### config.mk
export PLATFORM = sky130hd
export DESIGN_NAME = irqr_top
export DESIGN_NICKNAME = d
export VERILOG_FILES = /design/src/rtl/irqr_pkg.sv /design/src/rtl/irqr_cfg_regs.sv /design/src/rtl/irqr_req_cond.sv /design/src/rtl/irqr_arbiter.sv /design/src/rtl/irqr_top.sv
export SDC_FILE = /design/constraint.sdc
export NUM_CORES = 2
export LEC_CHECK = 0
export BUFFER_PORTS_ARGS = -buffer_cell sky130_fd_sc_hd__buf_2
export CORE_MARGIN = 2
export CORE_UTILIZATION = 30
export CTS_CLUSTER_SIZE = 20
export DETAILED_ROUTE_END_ITERATION = 10
export GPL_ROUTABILITY_DRIVEN = 0
export MAX_ROUTING_LAYER = met4
export SLEW_MARGIN = 20
export SYNTH_ARGS = -nofsm -noshare
export SYNTH_HDL_FRONTEND = slang
export SYNTH_HIERARCHICAL = 1
export SYNTH_SLANG_ARGS = --single-unit
### constraint.sdc
create_clock -name clk -period 86.3 [get_ports clk]
set_clock_uncertainty 0.1 [all_clocks]
set_input_delay 0 -clock clk [delete_from_list [all_inputs] [get_ports clk]]
set_output_delay 0 -clock clk [all_outputs]
set_load 0.01 [all_outputs]
### src/rtl/irqr_pkg.sv
package irqr_pkg;
  localparam int PRIO_W = 4;
  localparam int IDX_W  = 6;
  localparam int DATA_W = 32;
  localparam int CFG_W  = PRIO_W + 3;

  typedef struct packed {
    logic [PRIO_W-1:0] prio;
    logic              tgt;
    logic              sw;
    logic              pol;
  } src_cfg_t;

  typedef struct packed {
    logic              valid;
    logic [IDX_W-1:0]  idx;
    logic [PRIO_W-1:0] prio;
  } vec_t;

  // request qualifies for a target only above its threshold
  function automatic logic prio_passes(input logic [PRIO_W-1:0] p,
                                       input logic [PRIO_W-1:0] thr);
    return p > thr;
  endfunction

  // strict compare: an equal candidate never displaces the earlier index
  function automatic logic outranks(input logic [PRIO_W-1:0] cand,
                                    input logic [PRIO_W-1:0] best);
    return cand > best;
  endfunction

  function automatic logic [DATA_W-1:0] pack_vec(input vec_t v);
    logic [DATA_W-1:0] w;
    w = '0;
    w[15]                 = v.valid;
    w[8 +: IDX_W]         = v.idx;
    w[PRIO_W-1:0]         = v.prio;
    return w;
  endfunction
endpackage

### src/rtl/irqr_cfg_regs.sv
module irqr_cfg_regs
  import irqr_pkg::*;
#(
  parameter int NUM_SRC = 56,
  parameter int ADDR_W  = IDX_W + 1
) (
  input  logic                 clk,
  input  logic                 rst_n,
  input  logic                 wr_en_i,
  input  logic [ADDR_W-1:0]    addr_i,
  input  logic [DATA_W-1:0]    wdata_i,
  output src_cfg_t             cfg_o [NUM_SRC],
  output logic [PRIO_W-1:0]    thr_o [2]
);
  localparam int THR_BASE = 2 ** IDX_W;

  genvar gi;
  generate
    for (gi = 0; gi < NUM_SRC; gi++) begin : g_src
      logic hit;
      assign hit = wr_en_i && (addr_i == ADDR_W'(gi));
      always_ff @(posedge clk or negedge rst_n) begin
        if (!rst_n)   cfg_o[gi] <= '0;
        else if (hit) cfg_o[gi] <= src_cfg_t'(wdata_i[CFG_W-1:0]);
      end
    end
    for (gi = 0; gi < 2; gi++) begin : g_thr
      logic hit;
      assign hit = wr_en_i && (addr_i == ADDR_W'(THR_BASE + gi));
      always_ff @(posedge clk or negedge rst_n) begin
        if (!rst_n)   thr_o[gi] <= '0;
        else if (hit) thr_o[gi] <= wdata_i[PRIO_W-1:0];
      end
    end
  endgenerate
endmodule

### src/rtl/irqr_req_cond.sv
module irqr_req_cond
  import irqr_pkg::*;
#(
  parameter int NUM_SRC = 56
) (
  input  logic [NUM_SRC-1:0] line_i,
  input  src_cfg_t           cfg_i [NUM_SRC],
  output logic [NUM_SRC-1:0] raw_o
);
  genvar gi;
  generate
    for (gi = 0; gi < NUM_SRC; gi++) begin : g_cond
      logic lvl_active;
      assign lvl_active = line_i[gi] ^ cfg_i[gi].pol;
      assign raw_o[gi]  = lvl_active | cfg_i[gi].sw;
    end
  endgenerate
endmodule

### src/rtl/irqr_arbiter.sv
module irqr_arbiter
  import irqr_pkg::*;
#(
  parameter int NUM_SRC = 56,
  parameter bit TGT     = 1'b0
) (
  input  logic                 clk,
  input  logic                 rst_n,
  input  logic [NUM_SRC-1:0]   raw_i,
  input  src_cfg_t             cfg_i [NUM_SRC],
  input  logic [PRIO_W-1:0]    thr_i,
  output vec_t                 vec_o
);
  vec_t best;

  always_comb begin
    best = '0;
    for (int i = 0; i < NUM_SRC; i++) begin
      if (raw_i[i] && (cfg_i[i].tgt == TGT) &&
          prio_passes(cfg_i[i].prio, thr_i) &&
          outranks(cfg_i[i].prio, best.prio)) begin
        best.valid = 1'b1;
        best.idx   = IDX_W'(i);
        best.prio  = cfg_i[i].prio;
      end
    end
  end

  always_ff @(posedge clk or negedge rst_n) begin
    if (!rst_n) vec_o <= '0;
    else        vec_o <= best;
  end

  // previous-cycle copies kept only for the checks below
  logic [NUM_SRC-1:0] raw_q;
  src_cfg_t           cfg_q [NUM_SRC];
  logic [PRIO_W-1:0]  thr_q;
  always_ff @(posedge clk or negedge rst_n) begin
    if (!rst_n) begin
      raw_q <= '0;
      thr_q <= '0;
      for (int i = 0; i < NUM_SRC; i++) cfg_q[i] <= '0;
    end else begin
      raw_q <= raw_i;
      thr_q <= thr_i;
      for (int i = 0; i < NUM_SRC; i++) cfg_q[i] <= cfg_i[i];
    end
  end

  p_thr_strict_r7: assert property (@(posedge clk) disable iff (!rst_n)
    vec_o.valid |-> (vec_o.prio > thr_q));
  p_prio_zero_masked_r5: assert property (@(posedge clk) disable iff (!rst_n)
    vec_o.valid |-> (vec_o.prio != '0));
  p_idx_in_range_r8: assert property (@(posedge clk) disable iff (!rst_n)
    vec_o.valid |-> (int'(vec_o.idx) < NUM_SRC));
  p_winner_real_r8: assert property (@(posedge clk) disable iff (!rst_n)
    vec_o.valid |-> (raw_q[vec_o.idx] && (cfg_q[vec_o.idx].tgt == TGT) &&
                     (cfg_q[vec_o.idx].prio == vec_o.prio)));
  p_idle_zero_r10: assert property (@(posedge clk) disable iff (!rst_n)
    !vec_o.valid |-> (vec_o.idx == '0 && vec_o.prio == '0));
endmodule

### src/rtl/irqr_top.sv
module irqr_top
  import irqr_pkg::*;
#(
  parameter int NUM_SRC = 56,
  parameter int ADDR_W  = IDX_W + 1
) (
  input  logic                clk,
  input  logic                rst_n,
  input  logic [NUM_SRC-1:0]  irq_line_i,
  input  logic                reg_wr_i,
  input  logic [ADDR_W-1:0]   reg_addr_i,
  input  logic [DATA_W-1:0]   reg_wdata_i,
  output logic [DATA_W-1:0]   reg_rdata_o,
  output logic                irq_fast_o,
  output logic                irq_norm_o
);
  localparam int THR_BASE   = 2 ** IDX_W;
  localparam int VEC_BASE   = THR_BASE + 2;
  localparam int STAT_BASE  = THR_BASE + 4;
  localparam int STAT_WORDS = (NUM_SRC + DATA_W - 1) / DATA_W;

  src_cfg_t           cfg   [NUM_SRC];
  logic [PRIO_W-1:0]  thr   [2];
  logic [NUM_SRC-1:0] raw;
  vec_t               vec   [2];

  irqr_cfg_regs #(.NUM_SRC(NUM_SRC), .ADDR_W(ADDR_W)) u_cfg (
    .clk(clk), .rst_n(rst_n), .wr_en_i(reg_wr_i), .addr_i(reg_addr_i),
    .wdata_i(reg_wdata_i), .cfg_o(cfg), .thr_o(thr)
  );

  irqr_req_cond #(.NUM_SRC(NUM_SRC)) u_cond (
    .line_i(irq_line_i), .cfg_i(cfg), .raw_o(raw)
  );

  genvar gt;
  generate
    for (gt = 0; gt < 2; gt++) begin : g_tgt
      irqr_arbiter #(.NUM_SRC(NUM_SRC), .TGT(gt[0])) u_arb (
        .clk(clk), .rst_n(rst_n), .raw_i(raw), .cfg_i(cfg),
        .thr_i(thr[gt]), .vec_o(vec[gt])
      );
    end
  endgenerate

  assign irq_fast_o = vec[0].valid;
  assign irq_norm_o = vec[1].valid;

  logic [STAT_WORDS*DATA_W-1:0] raw_pad;
  assign raw_pad = {{(STAT_WORDS*DATA_W-NUM_SRC){1'b0}}, raw};

  always_comb begin
    int a;
    a = int'(reg_addr_i);
    reg_rdata_o = '0;
    if (a < NUM_SRC)
      reg_rdata_o[CFG_W-1:0] = cfg[reg_addr_i[IDX_W-1:0]];
    else if (a == THR_BASE || a == THR_BASE + 1)
      reg_rdata_o[PRIO_W-1:0] = thr[reg_addr_i[0]];
    else if (a == VEC_BASE || a == VEC_BASE + 1)
      reg_rdata_o = pack_vec(vec[reg_addr_i[0]]);
    else if (a >= STAT_BASE && a < STAT_BASE + STAT_WORDS)
      reg_rdata_o = raw_pad[(a - STAT_BASE)*DATA_W +: DATA_W];
  end

  p_one_target_r6: assert property (@(posedge clk) disable iff (!rst_n)
    (vec[0].valid && vec[1].valid) |-> (vec[0].idx != vec[1].idx));
endmodule

Yosys cells after proc, flatten, opt, wreduce, memory -nomap -nowiden --
Cells that the tools add are included.
Word-level totals: flip-flop bits (word level) 422, input port bits 98, output and inout bits 34, logic and storage cells 1218
Cells by class: add/sub/neg operators 1, order comparisons 228, equality and inequality tests 61, shift operators 1, multiplexer cells 127, bitwise logic cells 170, reductions and logical operators 398
Operators by type and width (number):
- 2-to-1 mux 11 bit | 115
- > comparator 4 bit | 222
- logical AND 1 bit | 395
- == test 7 x 6 -> 1 bit (second input constant) | 24
- == test 7 x 5 -> 1 bit (second input constant) | 16
- 2-to-1 mux 32 bit | 2
- variable part select 64 x 13 -> 32 bit | 1
- == test 7 x 4 -> 1 bit (second input constant) | 8
- NOT 1 bit | 56
- bitwise OR 1 bit | 56
- XOR 1 bit | 56
- binary-select mux 7 bit (select 6 bit) | 1
- == test 7 bit (second input constant) | 6
- == test 7 x 3 -> 1 bit (second input constant) | 4
- 2-to-1 mux 28 bit | 1
- 2-to-1 mux 25 bit | 1
- 2-to-1 mux 7 bit | 3
- 2-to-1 mux 4 bit | 4
- == test 7 x 2 -> 1 bit (second input constant) | 2
- greater-or-equal comparator 7 bit (second input constant) | 2
- subtractor 7 x 7 -> 8 bit (second input constant) | 1
- == test 7 x 1 -> 1 bit (second input constant) | 1
- logical NOT 7 bit | 1
- < comparator 7 x 6 -> 1 bit (second input constant) | 1
- 6 further kinds | 7

Logic depth before layout (Yosys ltp) --
depth in word-level cells 171, gate-level depth with buffers 531

Cells and area by module --
Netlist, hierarchy kept.
By module, submodules not included:
- irqr_arbiter (g_tgt[1].u_arb) | times used 1, cells each 2496, area each 18283.8 um^2, sequential area each 275.3 um^2
- irqr_arbiter (g_tgt[0].u_arb) | times used 1, cells each 2390, area each 17342.9 um^2, sequential area each 275.3 um^2
- irqr_cfg_regs | times used 1, cells each 955, area each 15428.5 um^2, sequential area each 10009.6 um^2
- irqr_top | times used 1, cells each 369, area each 4021.4 um^2, sequential area each 0.0 um^2
- irqr_req_cond | times used 1, cells each 112, area each 840.8 um^2, sequential area each 0.0 um^2

Worst setup path before layout --
No wires, ideal clock.
path kind flip-flop to flip-flop, from register u_cfg/thr_o[3] (netlist name), to register g_tgt[1].u_arb/vec_o[3] (netlist name), library setup time 0.082 ns, data arrival time 90.733 ns, required time 86.118 ns, path slack -4.616 ns, stages on the path, launching flop included 470, clock period less this slack 90.916 ns, cells stage by stage dfrtp_1 inv_1 ha_1 nand4_1 nand3_2 a211oi_1 nand2_1 ha_1 nor2b_1 o211ai_1 a21o_1 a21oi_1 mux2_2 ha_1 inv_1 a21oi_1 or3b_1 o31ai_1 [... 434 more ...] mux2_2 ha_1 nand2_1 or3_1 a211oi_1 a31oi_1 o2111ai_1 nand2_1 buf_4 mux2i_1 ha_1 a21oi_1 o22ai_1 o221ai_1 dlygate4sd3_1 nor2_1 a41o_1 a31oi_1
RTL lines:
- from (decl) | RTL line irqr_cfg_regs.sv:13 | output logic [PRIO_W-1:0] thr_o [2]
- from (signal, indexed assignment) | RTL line irqr_cfg_regs.sv:32 | else if (hit) thr_o[gi] <= wdata_i[PRIO_W-1:0];
- to (signal assigned) | RTL line irqr_arbiter.sv:31 | else vec_o <= best;
- to (decl) | RTL line irqr_arbiter.sv:12 | output vec_t vec_o

==> out/metrics.yaml <==
synth_top_cell_area_share_pct: 18.89
rsz0062_at_grt: "yes"
hold_start: "reg_wdata_i[0]"
synth.yosys.seq_area_share_pct: 18.89
die_y_um: 435.7
dr.pass1.iters: 7
area_delta_synth_final_pct: 30.39
synth_adder_area_share_pct: 17.80
path_max_fanout: 7
max-slew-margin-rel_pct: 20.14
path_clk_slew_ns: 0.07
critPathLaunchType: "register"
r2r-end: "g_tgt[1].u_arb/vec_o[2]$_DFF_PN0_"
routed_wl_um: 225700
syn_nets: 7198
dp_hpwl_um: 167400
crit_path_max_incr_delay_ns: 0.46
cp_common_cell: "buf_4"
met2_usage_pct: 36.18
worst-setup-path-type: "reg -> reg"
synth-simple-area-share_pct: 17.77
rr_startpoint: "u_cfg/thr_o[1]$_DFFE_PN0P_"
yosys_warnings: 6
finalCriticalPeriod_ns: 84.77
use_met1_pct: 26.86
grt_pass1_vias: 54280
drv_slew: 0
cp.arrival_ns: 85.22
ios: 132
final_cell_area_sq_mm: 0.07291
vias: 56790
reg2reg_depth: 483
synth_top_family_by_area: "compound AO/OA/AOI/OAI gates"
worstSkewPairLatency_ns: 0.64
synth_top_cell_by_area: "dfrtp_1"
setup_viol: 0
finalHoldViolCount: 0
synth_xor_area_share_pct: 2.240
worst_setup_path_end_kind: "register"
synth_edf_count: 0
hold_class: "in -> reg"
core_sq_mm: 0.1852
htree_levels: 2
avgSynthCellArea_sq_um: 8.845
wire_per_inst_um: 22.82
worst-r2r-setup-slack_ns: 1.53
grt.busiest_layer: "met2"
fill_cells: 18040
die-area_sq_mm: 0.1899
fin_nets: 8232
num_rows: 158
min_path_cells: 3
cts.path.max_buffers: 3
cts_tree: "done"
dr.first_iter.drc_count: 4696
met3_usage_pct: 3.047
grt_pass1_wl_um: 328600
fmax_mhz: 11.80
antenna_found_initial: 16
grt_start_max_net_pins: 88
ys_ff_latch: 422
synth_compound_area_share_pct: 20.48
initial_utilization_pct: 30.19
holdPathEnd: "u_cfg/cfg_o[49]$_DFFE_PN0P_"
synth_cells: 6322
grt_use_total_pct: 22.63
vias_per_cell: 5.743
async_reset_ff_share_pct: 100.0
worstPathRequired_ns: 86.74
slowest_stage: "a211oi_2"
synthMuxAreaShare_pct: 17.84
outcome: "complete, no violations"
min_period_over_period_pct: 98.23
clock-sinks: 422
maxCapViolations: 0
fp.dieW_um: 435.7
synth_area_leaders: "dfrtp_1, ha_1, mux2_2, mux4_2, inv_1"
drive_above_1_share_pct: 37.29
ys_types: 165
synthesis.area_sq_mm: 0.05592
postRouteAntennaNets: 0
grt_remaining_overflow: 0
tightest_slew_ns: 1.195
dpl-instance-area_sq_mm: 0.06511
synthFlopType: "dfrtp_1"
numPortBuffers: 106
drc: 0
cts_made_buffers: 45
cts-root-buf: "clkbuf_16"
sequential cells by signal, indices dropped and copies added (netlist names):
signal	cells
u_cfg/cfg_o	392
u_cfg/thr_o	8
g_tgt.u_arb/vec_o	22
layout by cell type, fill, tap and decap left out, drive strengths merged, types with 59 or more instances in the layout:
cell type  instances
a211oi            59
a21o             121
a21oi            335
a31oi             60
and2              70
buf             1171
dfrtp            422
ha               778
inv              493
mux2             555
mux2i            163
mux4              91
nand2            392
nand2b           149
nand3            197
nand4            165
nor2             357
nor2b            157
nor3              96
o2111ai           63
o211ai            69
o21a             138
o21ai            322
xnor2            113
layer usage:
metal  wire length, um  vias to the layer above
li1                  -                    25950
met1             90360                    28040
met2            104300                     2161
met3             13950                      642
met4             17010                        0
met5                 0                        -
cell type report:
| cell class | instances | area (sq um) | area share [%] |
|---|---|---|---|
| repair buffers | 1173 | 8736 | 11.98 |
| clock buffers | 56 | 1237 | 1.697 |
| clock inverters | 25 | 287.8 | 0.3947 |
| flip-flops and latches | 422 | 10570 | 14.49 |
| inverters | 494 | 1872 | 2.567 |
| multi-input cells | 5220 | 47060 | 64.54 |
| diodes | 19 | 47.55 | 0.06521 |
| well taps | 2480 | 3103 | 4.256 |
stage by stage:
step	hold slack, ns	util, %	setup WS (ns)	std cells	setup TNS (ns)
after floorplan	-0.3956	-	0.01614	6322	0
after global placement	-0.03825	35.15	-1.514	9528	-15.97
after detailed placement	-0.03489	35.15	-3.163	9528	-46.69
after CTS	0.08902	36.57	0.003695	9674	0
after global routing	0.1417	39.35	-2.568	9885	-50.13
final	0.1121	39.36	1.528	9889	0
Yosys cell counts (16+ instances only):
cell	count
o31ai_1	42
o211ai_1	66
o2111ai_1	63
and3_1	42
o22ai_1	31
nand2_1	390
nor2b_1	156
and2_1	59
clkbuf_1	98
o221ai_1	20
o21ai_1	24
a21o_1	115
buf_2	43
nor3_1	83
xor2_1	30
or3_1	20
a211oi_1	54
maj3_1	22
ha_1	778
o21bai_1	19
xnor2_1	113
buf_4	20
nor3b_1	20
o21ai_0	290
mux2_2	546
inv_1	492
nand3_1	196
a22oi_1	16
nand4_1	163
nor2_1	345
o211a_1	19
o21a_1	136
o31a_1	18
or2_2	29
a31oi_1	59
a211o_1	26
mux2i_1	156
mux4_2	91
dfrtp_1	422
nand2b_1	148
a41oi_1	20
nand3b_1	45
a21oi_1	326
worst max-delay path by stage:
stage,slack (ns),end,from
floorplan,0.02,g_tgt[1].u_arb/vec_o[3]$_DFF_PN0_,u_cfg/thr_o[1]$_DFFE_PN0P_
global placement,-1.51,g_tgt[0].u_arb/vec_o[10]$_DFF_PN0_,u_cfg/cfg_o[389]$_DFFE_PN0P_
detailed placement,-3.16,g_tgt[0].u_arb/vec_o[10]$_DFF_PN0_,u_cfg/cfg_o[391]$_DFFE_PN0P_
CTS,0.004,g_tgt[1].u_arb/vec_o[2]$_DFF_PN0_,u_cfg/thr_o[1]$_DFFE_PN0P_
global route,-2.57,g_tgt[1].u_arb/vec_o[3]$_DFF_PN0_,u_cfg/thr_o[1]$_DFFE_PN0P_
finish,1.53,g_tgt[1].u_arb/vec_o[2]$_DFF_PN0_,u_cfg/thr_o[1]$_DFFE_PN0P_
worst max-delay path: cells and delay by family, from the launching register on:
family | cells | cell delay (ns)
AOI/OAI and AO/OA | 199 | 34.90
adders and majority gates | 60 | 14.99
buffers and inverters | 77 | 8.01
muxes | 37 | 10.39
and+or+nand+nor | 110 | 15.80
DFF | 1 | 0.39
cells by family after synthesis:
family                   count (synthesis)
flip-flops                             422
XOR/XNOR                               143
multiplexers                           809
buffers and inverters                  680
AO/OA/AOI/OAI                         1611
adder cells (fa/ha/maj)                800
AND/OR/NAND/NOR                       1857
what timing repair did:
item	CTS	global route
hold buffers	3	0
setup endpoints to repair	22	22
endpoints found under the hold margin	87	0
gates cloned	0	2
pin swaps	70	413
buffers inserted	63	193
gates resized for setup	135	767
Power is not shown: default switching activity piles up to over one toggle a cycle in this logic, so the estimate is an artifact.
